`config.mk`:
```
export PLATFORM = sky130hd
export DESIGN_NAME = gpio_port_regs
export DESIGN_NICKNAME = d
export VERILOG_FILES = /design/src/rtl/gpio_regs_pkg.sv /design/src/rtl/gpio_addr_decode.sv /design/src/rtl/gpio_in_sync.sv /design/src/rtl/gpio_out_bank.sv /design/src/rtl/gpio_port_regs.sv
export SDC_FILE = /design/constraint.sdc
export NUM_CORES = 1
export LEC_CHECK = 0
export ABC_AREA = 1
export BUFFER_PORTS_ARGS = -buffer_cell sky130_fd_sc_hd__buf_2
export CORE_MARGIN = 2
export CORE_UTILIZATION = 50
export DETAILED_ROUTE_END_ITERATION = 6
export PLACE_DENSITY = 0.85
export SYNTH_ARGS = -nofsm -noshare
export SYNTH_HDL_FRONTEND = slang
export SYNTH_SLANG_ARGS = --single-unit
export TNS_END_PERCENT = 1
```
`constraint.sdc`:
```
create_clock -name clk -period 1.7 [get_ports clk]
set_clock_uncertainty 0.05 [all_clocks]
set_input_delay 0.34 -clock clk [delete_from_list [all_inputs] [get_ports clk]]
set_output_delay 0.34 -clock clk [all_outputs]
set_load 0.005 [all_outputs]
```
`src/rtl/gpio_regs_pkg.sv`:
```
package gpio_regs_pkg;

    // Word indices (byte offset / 4) of the mapped registers
    localparam int unsigned WIX_DOUT  = 0;
    localparam int unsigned WIX_DIN   = 1;
    localparam int unsigned WIX_DIR   = 2;
    localparam int unsigned WIX_SET   = 4;
    localparam int unsigned WIX_CLR   = 5;
    localparam int unsigned WIX_PEN   = 6;
    localparam int unsigned WIX_PTYPE = 7;

    typedef enum logic [3:0] {
        SEL_NONE,
        SEL_DOUT,
        SEL_DIN,
        SEL_DIR,
        SEL_SET,
        SEL_CLR,
        SEL_PEN,
        SEL_PTYPE,
        SEL_EXT
    } reg_sel_e;

endpackage

```
`src/rtl/gpio_addr_decode.sv`:
```
module gpio_addr_decode
    import gpio_regs_pkg::*;
#(
    parameter int ADDR_W = 8,
    parameter int EXT_AW = 5
) (
    input  logic [ADDR_W-1:0] addr,
    output reg_sel_e          sel
);
    localparam int WORD_W = ADDR_W - 2;
    localparam int HI_W   = ADDR_W - EXT_AW;

    logic [WORD_W-1:0] word;
    assign word = addr[ADDR_W-1:2];

    always_comb begin
        sel = SEL_NONE;
        if (addr[ADDR_W-1:EXT_AW] == HI_W'(1)) begin
            sel = SEL_EXT;
        end else if (addr[1:0] == 2'b00) begin
            unique case (word)
                WORD_W'(WIX_DOUT):  sel = SEL_DOUT;
                WORD_W'(WIX_DIN):   sel = SEL_DIN;
                WORD_W'(WIX_DIR):   sel = SEL_DIR;
                WORD_W'(WIX_SET):   sel = SEL_SET;
                WORD_W'(WIX_CLR):   sel = SEL_CLR;
                WORD_W'(WIX_PEN):   sel = SEL_PEN;
                WORD_W'(WIX_PTYPE): sel = SEL_PTYPE;
                default:            sel = SEL_NONE;
            endcase
        end
    end

endmodule

```
`src/rtl/gpio_in_sync.sv`:
```
module gpio_in_sync #(
    parameter int DW     = 32,
    parameter int STAGES = 2
) (
    input  logic          clk,
    input  logic          rst_n,
    input  logic [DW-1:0] async_in,
    output logic [DW-1:0] sync_out
);
    logic [DW-1:0] stage_q [STAGES];

    for (genvar g = 0; g < STAGES; g++) begin : g_stage
        if (g == 0) begin : g_first
            always_ff @(posedge clk or negedge rst_n) begin
                if (!rst_n) stage_q[g] <= '0;
                else        stage_q[g] <= async_in;
            end
        end else begin : g_next
            always_ff @(posedge clk or negedge rst_n) begin
                if (!rst_n) stage_q[g] <= '0;
                else        stage_q[g] <= stage_q[g-1];
            end
        end
    end

    assign sync_out = stage_q[STAGES-1];

endmodule

```
`src/rtl/gpio_out_bank.sv`:
```
module gpio_out_bank
    import gpio_regs_pkg::*;
#(
    parameter int DW = 32
) (
    input  logic          clk,
    input  logic          rst_n,
    input  logic          wr,
    input  reg_sel_e      sel,
    input  logic [DW-1:0] wdata,
    output logic [DW-1:0] dout_q,
    output logic [DW-1:0] dir_q,
    output logic [DW-1:0] pen_q,
    output logic [DW-1:0] ptype_q
);
    always_ff @(posedge clk or negedge rst_n) begin
        if (!rst_n) begin
            dout_q  <= '0;
            dir_q   <= '0;
            pen_q   <= '0;
            ptype_q <= '0;
        end else if (wr) begin
            unique case (sel)
                SEL_DOUT:  dout_q  <= wdata;
                SEL_SET:   dout_q  <= dout_q | wdata;
                SEL_CLR:   dout_q  <= dout_q & ~wdata;
                SEL_DIR:   dir_q   <= wdata;
                SEL_PEN:   pen_q   <= wdata;
                SEL_PTYPE: ptype_q <= wdata;
                default:   ;
            endcase
        end
    end

endmodule

```
`src/rtl/gpio_port_regs.sv`:
```
module gpio_port_regs
    import gpio_regs_pkg::*;
#(
    parameter int DW          = 32,
    parameter int ADDR_W      = 8,
    parameter int SYNC_STAGES = 2,
    parameter int EXT_AW      = 5
) (
    input  logic              clk,
    input  logic              rst_n,
    input  logic [ADDR_W-1:0] bus_addr,
    input  logic [DW-1:0]     bus_wdata,
    input  logic              bus_wr,
    input  logic              bus_rd,
    output logic [DW-1:0]     bus_rdata,
    input  logic [DW-1:0]     pin_in,
    output logic [DW-1:0]     pin_out,
    output logic [DW-1:0]     pin_oe,
    output logic [DW-1:0]     pull_en,
    output logic [DW-1:0]     pull_up,
    output logic              ext_wr,
    output logic              ext_rd,
    output logic [EXT_AW-1:0] ext_addr,
    output logic [DW-1:0]     ext_wdata,
    input  logic [DW-1:0]     ext_rdata
);
    reg_sel_e      sel;
    logic [DW-1:0] din_s;
    logic [DW-1:0] dout_q, dir_q, pen_q, ptype_q;
    logic [DW-1:0] rd_mux;

    gpio_addr_decode #(.ADDR_W(ADDR_W), .EXT_AW(EXT_AW)) u_dec (
        .addr (bus_addr),
        .sel  (sel)
    );

    gpio_in_sync #(.DW(DW), .STAGES(SYNC_STAGES)) u_sync (
        .clk      (clk),
        .rst_n    (rst_n),
        .async_in (pin_in),
        .sync_out (din_s)
    );

    gpio_out_bank #(.DW(DW)) u_bank (
        .clk     (clk),
        .rst_n   (rst_n),
        .wr      (bus_wr),
        .sel     (sel),
        .wdata   (bus_wdata),
        .dout_q  (dout_q),
        .dir_q   (dir_q),
        .pen_q   (pen_q),
        .ptype_q (ptype_q)
    );

    always_comb begin
        unique case (sel)
            SEL_DOUT:  rd_mux = dout_q;
            SEL_DIN:   rd_mux = din_s;
            SEL_DIR:   rd_mux = dir_q;
            SEL_PEN:   rd_mux = pen_q;
            SEL_PTYPE: rd_mux = ptype_q;
            SEL_EXT:   rd_mux = ext_rdata;
            default:   rd_mux = '0;
        endcase
    end

    always_ff @(posedge clk or negedge rst_n) begin
        if (!rst_n)      bus_rdata <= '0;
        else if (bus_rd) bus_rdata <= rd_mux;
        else             bus_rdata <= '0;
    end

    assign ext_wr    = bus_wr && (sel == SEL_EXT);
    assign ext_rd    = bus_rd && (sel == SEL_EXT);
    assign ext_addr  = bus_addr[EXT_AW-1:0];
    assign ext_wdata = bus_wdata;

    assign pin_out = dout_q;
    assign pin_oe  = dir_q;
    assign pull_en = pen_q;
    assign pull_up = ptype_q;

endmodule

```
==> summary.md, run 1 <==
| Metric | Value |
|---|---|
| Final period util | `0.993` |
| DRC violation count after routing | `0` |
| Via count | `9357` |
| Grt met3 use | `0.0606` |
| Gr busiest metal | `met2` |
| CTS root buf | `clkbuf_16` |
| Fin cells | `1728` |
| Drt first pass iters | `5` |
| Sequential fraction of the synthesis area | `0.568` |
| Final setup vio count | `0` |
| TritonCTS Buffers | `24` |
| Mapped cell area | `0.00987 mm²` |
| CP arrival | `2060 ps` |
| Kind of critical path | `primary input to register` |
| Post-synth net total | `~1200` |
| DP HPWL | `21.2 mm` |
| Worst Path Max Fanout | `16` |
| Fin. max-slew vios | `0` |
| Synth unique cells | `24` |
| Setup WS pre-CTS | `-580 ps` |
| Top Ports | `between 300 and 400` |
| Final worst slack | `about 12 ps` |
| Top cells by area, synth | `dfrtp_1 57%, nand2_1 9.1%, inv_1 5.2%, o21ai_1 4.5%, nand3_1 4.2%` |
| Fin nets | `1553` |
| Max-Cap Viols | `0` |
| Core ar. | `just under 0.02 mm²` |
| Maximum vdd drop | `0.000659 V` |
| Synth area leader | `dfrtp_1` |
| Share of cells above drive strength 1 | `0.290` |
| DRT iter0 DRCs | `roughly 620` |
| IO buf count | `306` |
| Initial antenna violation count | `1` |
| Clock H-tree levels | `1` |
| Horiz. Die Dim | `145 µm` |
| Worst-Skew Late Latency | `500 ps` |
| Post-Place Cells | `1650` |
| CP Data Required Time | `a little over 2000 ps` |
| Global Route Usage Sum | `0.298` |
| Hold WS | `24.9 ps` |
| Cell Pwr Density | `947 mW/mm²` |
| Worst Setup End Kind | `register` |
| Largest net degree at the start of global routing | `54` |
| Met1 Track Usage GR | `0.367` |
| Starting Density | `0.509` |
| Die ar. | `around 0.021 mm²` |
| Type of origin of the critical path | `primary input` |
| GRT Residual Overflow | `0` |
| Final Cell Area | `0.0130 mm²` |
| #FFs+latches synth | `224` |
| Slew HR | `0.536` |
| Met2 Use GR | `0.513` |
| TritonCTS Sinks | `about 220` |
| Unrepaired setup endpoints after global routing | `yes` |
| Routed wire length | `31.6 mm` |
| Post-route ant nets | `0` |
| Die height | `roughly 140 µm` |
| CTS tree | `done` |
| Hold Crit Class | `primary input to register` |
| Tot Pwr | `12.4 mW` |
| Worst-path clk slew | `approximately 60 ps` |
| # Post-CTS Setup Buffers | `0` |
| Post-DR vias/cell | `5.41` |
| Crit path time final | `1690 ps` |
| Syn Inst Count | `between 1000 and 1500` |
| P_leak | `roughly 7.0 nW` |
| Final GP Congestion | `0.923` |
| Fmax | `0.593 GHz` |
| Slew @ Worst Pin | `694 ps` |
| Site Rows | `~50` |
| Final Hold Viols | `0` |
| Syn avg cell area | `8.74 µm²` |
| Clk buf depth | `3` |
| Wire per inst | `approximately 18 µm` |
| First-pass GRT wire length | `48.1 mm` |
| Area Growth Syn to Fin | `32.2%` |
| Placed Area | `0.0119 mm²` |
| Status | `complete, no violations` |
| Post-synth top area share | `0.568` |
| Yosys Warn Count | `0` |
| Number of global-route vias before repair | `9298` |
## critical path, cell delays in order
cell     delay, ps
buf_2          110
inv_1           70
nand2_1         80
nand2_1         70
nand2_2        100
nand2_4         80
nor2_4         120
inv_2           40
nand2_1        110
nand2_4        100
nor2_4         570
nand2_1        130
o21ai_1        130
## metal layers
layer | part of all wire | wire (µm) | vias up
li1 | - | - | 4258
met1 | 0.37 | 11600 | 4453
met2 | 0.50 | 15800 | 549
met3 | 0.092 | 2910 | 97
met4 | 0.040 | 1260 | 0
met5 | 0 | 0 | -
## cells in the mapped netlist, drive strengths merged
cell    instances
nand4          62
nand2         245
nand3          82
a21oi          64
o21bai         16
a21boi          2
dfrtp         224
o21ai         128
nor2           61
inv           140
nor3            1
clkbuf         23
buf            81
## where the power goes
| group | leakage, nW | total [mW] | internal (mW) | switching (mW) |
|---|---|---|---|---|
| registers | 2.89 | 5.90 | 5.66 | 0.246 |
| clock network | 0.398 | 5.21 | 3.19 | 2.02 |
| logic | 3.73 | 1.24 | 0.556 | 0.686 |
## state kept, by name (all words and copies together) (netlist names)
name             count
bus_rdata           32
u_bank.dir_q        32
u_bank.dout_q       32
u_bank.pen_q        32
u_bank.ptype_q      32
u_sync.stage_q      32
u_sync.sync_out     32
## cells in the final DEF, fill, tap and decap left out, types with 2 or more instances in the layout
cell and n:
nand3_1 80, a21oi_1 63, buf_12 23, o21ai_1 89, o21ai_0 39, clkbuf_1 5
inv_2 3, buf_4 29, a21boi_0 2, inv_1 136, nand2_4 3, buf_6 2
clkinv_2 5, dlygate4sd3_1 33, nand2_2 4, clkbuf_8 5, nor2_1 54, o21bai_1 16
nor2_4 7, dfrtp_1 224, nand2_1 238, diode_2 2, nand3_2 2, buf_2 305
nand4_1 59, clkbuf_16 25, nand4_4 2, bufinv_16 2
## cell type report
cell class	instances	area [µm²]
fill	1503	6350
sequential	224	5610
multi-input combinational	662	3200
timing repair buffer	393	2570
clock buffer	35	713
inverter	140	531
tap	265	332
clock inverter	7	85.1
antenna	2	5.00
## final timing paths
check	cells after the start	to	slack, ps	from
max	13	u_bank.dout_q[21]$_DFFE_PN0P_	10	bus_addr[2]
min	3	u_bank.dout_q[22]$_DFFE_PN0P_	20	bus_wdata[22]
max reg2reg	4	bus_rdata[30]$_DFF_PN0_	590	u_bank.dir_q[30]$_DFFE_PN0P_
min reg2reg	0	u_sync.sync_out[7]$_DFF_PN0_	300	u_sync.stage_q[39]$_DFF_PN0_
max in group asynchronous	3	u_bank.pen_q[29]$_DFFE_PN0P_	690	rst_n
min in group asynchronous	2	bus_rdata[10]$_DFF_PN0_	310	rst_n
## kinds of logic after synthesis
logic type,synth area share
compound gates,0.111
flops,0.568
buf+inv,0.113
simple gates,0.208
## metrics by stage
step | utilization | setup TNS [ps]
after global placement | 0.611 | -47490
after global routing | 0.672 | -679
after floorplan | - | 0
final | 0.672 | 0
after detailed placement | 0.611 | -58180
after CTS | 0.670 | -368
## what timing repair did
| item | 4_1_cts | 5_1_grt |
|---|---|---|
| endpoints found under the setup margin | 32 | 47 |
| pin swaps | 6 | 5 |
| hold endpoints to repair | 78 | 0 |
| gates cloned | 0 | 1 |
| hold buffers | 33 | 0 |
| resized for setup | 1 | 11 |
No activity file was read; power rests on OpenSTA's default activity.
==> run 2: changes to the inputs <==
--- a/config.mk
+++ b/config.mk
@@ -10,8 +10,9 @@
 export CORE_MARGIN = 2
 export CORE_UTILIZATION = 50
 export DETAILED_ROUTE_END_ITERATION = 6
-export PLACE_DENSITY = 0.85
+export PLACE_DENSITY = 0.84
 export SYNTH_ARGS = -nofsm -noshare
 export SYNTH_HDL_FRONTEND = slang
+export SYNTH_HIERARCHICAL = 1
 export SYNTH_SLANG_ARGS = --single-unit
 export TNS_END_PERCENT = 1
==> summary.md, run 2 <==
| Metric | Value |
|---|---|
| Asr flop ratio synth | `1.00 (unchanged)` |
| Clk buf depth | `3 (unchanged)` |
| Maximum vdd drop | `0.000599 V (-9.2%)` |
| Worst-Skew Late Latency | `530 ps (+30 ps)` |
| Max-Cap Viols | `0 (unchanged)` |
| Global Route Usage Sum | `0.314 (+0.0160)` |
| Post-DR vias/cell | `5.66 (+4.5%)` |
| Syn avg cell area | `8.41 µm² (-3.8%)` |
| Fin. max-slew vios | `0 (unchanged)` |
| First-pass GRT wire length | `55.1 mm (+15%)` |
| #FFs+latches synth | `224 (unchanged)` |
| Site Rows | `53 (+3.9%)` |
| Number of global-route vias before repair | `10300 (+10%)` |
| Most frequent cells in the layout | `325 x nand2_1, 302 x buf_2, 255 x nand3_1` |
| Final GP Congestion | `0.865 (-6.2%)` |
| R2R setup slack | `680 ps (+90 ps)` |
| Final period util | `1.07 (+0.0784)` |
| Horiz. Die Dim | `150 µm (+3.9%)` |
| P_leak | `7.63 nW (+8.7%)` |
| Slew @ Worst Pin | `487 ps (-208 ps)` |
| Post-synth net total | `1377 (+11%)` |
| Die ar. | `0.0225 mm² (+7.9%)` |
| Top Ports | `307 (unchanged)` |
| Largest net degree at the start of global routing | `54 (unchanged)` |
| Drt first pass iters | `7 (+2)` |
| Top cells by area, synth | `dfrtp_1 53%, nand3_1 12%, nand2_1 12%, buf_4 5.6%, o21ai_1 4.0%` |
| Sequential fraction of the synthesis area | `0.525 (-0.0429)` |
| Fillers | `1655 (+10%)` |
| CTS root buf | `clkbuf_16` |
| Worst Path Max Fanout | `6 (-10)` |
| Fmax | `0.549 GHz (-7.3%)` |
| Post-synth top area share | `0.525 (-0.0429)` |
| Fin util | `0.663 (-0.00912)` |
| Mapped cell area | `0.0107 mm² (+8.2%)` |
| Hold Crit Class | `primary input to register` |
| Clock H-tree levels | `1 (unchanged)` |
| Final worst slack | `-121 ps (-133 ps)` |
| Wire per inst | `19.5 µm (+6.5%)` |
| Routed wire length | `36.2 mm (+15%)` |
| Failing checks | `negative setup slack` |
| Starting Density | `0.508 (-0.000950)` |
| Final setup vio count | `21 (+21)` |
| Type of origin of the critical path | `primary input` |
| EDFF count, synth | `0 (unchanged)` |
| Area of the multi-input gates | `0.00386 mm² (+20%)` |
| CP Data Required Time | `1310 ps (-760 ps)` |
| Placed Area | `0.0126 mm² (+6.3%)` |
| Core ar. | `0.0210 mm² (+8.4%)` |
| Most common library cells after synthesis | `331 x nand2_1, 258 x nand3_1, 224 x dfrtp_1, 85 x o21ai_1, 79 x buf_4` |
| TritonCTS Sinks | `224 (unchanged)` |
| GRT Residual Overflow | `0 (unchanged)` |
| Crit path time final | `1820 ps (+133 ps)` |
| Initial antenna violation count | `5 (+4)` |
| IO buf count | `306 (unchanged)` |
| Synth area leader | `dfrtp_1` |
| Worst hold stages | `3 (unchanged)` |
| Slew HR | `0.676 (+0.140)` |
| Cell Pwr Density | `909 mW/mm² (-4.0%)` |
| Share of cells above drive strength 1 | `0.306 (+0.0162)` |
| Tot Pwr | `12.7 mW (+2.6%)` |
| Area Growth Syn to Fin | `30.6%` |
| Final Hold Viols | `0 (unchanged)` |
| TritonCTS Buffers | `25 (+4.2%)` |
| CTS tree | `done` |
| DP HPWL | `24.0 mm (+13%)` |
| Reg area | `0.00561 mm² (unchanged)` |
| Setup WS pre-CTS | `-443 ps (+137 ps)` |
| Most common cell in the netlist | `nand2_1` |
| DRT iter0 DRCs | `908 (+46%)` |
| Fin nets | `1673 (+7.7%)` |
| Status | `complete, but fails checks` |
| Unrepaired setup endpoints after global routing | `yes` |
| Setup TNS | `-578 ps (-578 ps)` |
| Yosys Warn Count | `6 (+6)` |
| Worst-path clk slew | `60 ps (about the same)` |
| CP arrival | `1430 ps (-630 ps)` |
| Syn Inst Count | `1269 (+12%)` |
| R2R cell count | `4 (unchanged)` |
| DRC violation count after routing | `0 (unchanged)` |
| Worst Setup End Kind | `output port` |
| Most common cell after layout, fill and taps aside | `nand2_1` |
| Post-Place Cells | `1773 (+7.5%)` |
| Post-route ant nets | `0 (unchanged)` |
| Fin cells | `1861 (+7.7%)` |
| Hold WS | `31.3 ps (+6.45 ps)` |
| Synth unique cells | `25 (+4.2%)` |
| Kind of critical path | `primary input to output port` |
| Ys flop type | `dfrtp_1` |
| Via count | `10500 (+13%)` |
| Final Cell Area | `0.0139 mm² (+6.9%)` |
| Die height | `150 µm (+3.9%)` |
==> run 2: cell type report <==
cell class                 instances  share of cell area
inverter                          80              0.0219
clock inverter                    10             0.00969
clock buffer                      35              0.0526
antenna                            3            0.000538
tap                              275              0.0247
timing repair buffer             425               0.212
multi-input combinational        809               0.277
sequential                       224               0.402
==> run 2: path summary, 6_finish.rpt <==
path	from	end
worst max-delay path	bus_addr[7]	ext_rd
worst min-delay path	bus_wdata[26]	u_bank/pen_q[26]$_DFFE_PN0P_
worst max register to register	u_bank/dir_q[7]$_DFFE_PN0P_	bus_rdata[7]$_DFF_PN0_
worst min register to register	u_sync/stage_q[35]$_DFF_PN0_	u_sync/sync_out[3]$_DFF_PN0_
max in group asynchronous	rst_n	bus_rdata[31]$_DFF_PN0_
min in group asynchronous	rst_n	u_bank/ptype_q[7]$_DFFE_PN0P_
==> run 2: routing by layer <==
layer  GRT usage  wire, µm
met2       0.516     17300
met4       0.140      1530
met1       0.409     14100
met3      0.0564      3340
met5           0        30
==> run 2: report_power, final <==
part	leakage [nW]	switching (mW)	internal, mW	total [mW]
registers	2.95	0.209	5.60	5.81
logic	4.26	0.697	0.504	1.20
clock network	0.429	2.21	3.46	5.67
==> run 2: critical path, stage by stage <==
cell and delay [ps]:
buf_6 100, nor2_4 180, nand3_1 120, nand2_1 100, nand2_2 70, nor2_4 130
buf_6 130, nor2_4 40, nand2_2 70, nor2_2 40, buf_2 120
==> run 2: cells by family after synthesis <==
family / after synthesis / synth area share
simple gates: 678 / 0.285
flops: 224 / 0.525
compound gates: 131 / 0.0641
buf+inv: 236 / 0.126
==> run 2: what timing repair did <==
item                       in CTS  in global routing
setup endpoints to repair       2                 29
resized for setup              11                 16
pin swaps                      11                  6
hold endpoints to repair       75                  0
hold buffers                   33                  0
buffers inserted                6                  1
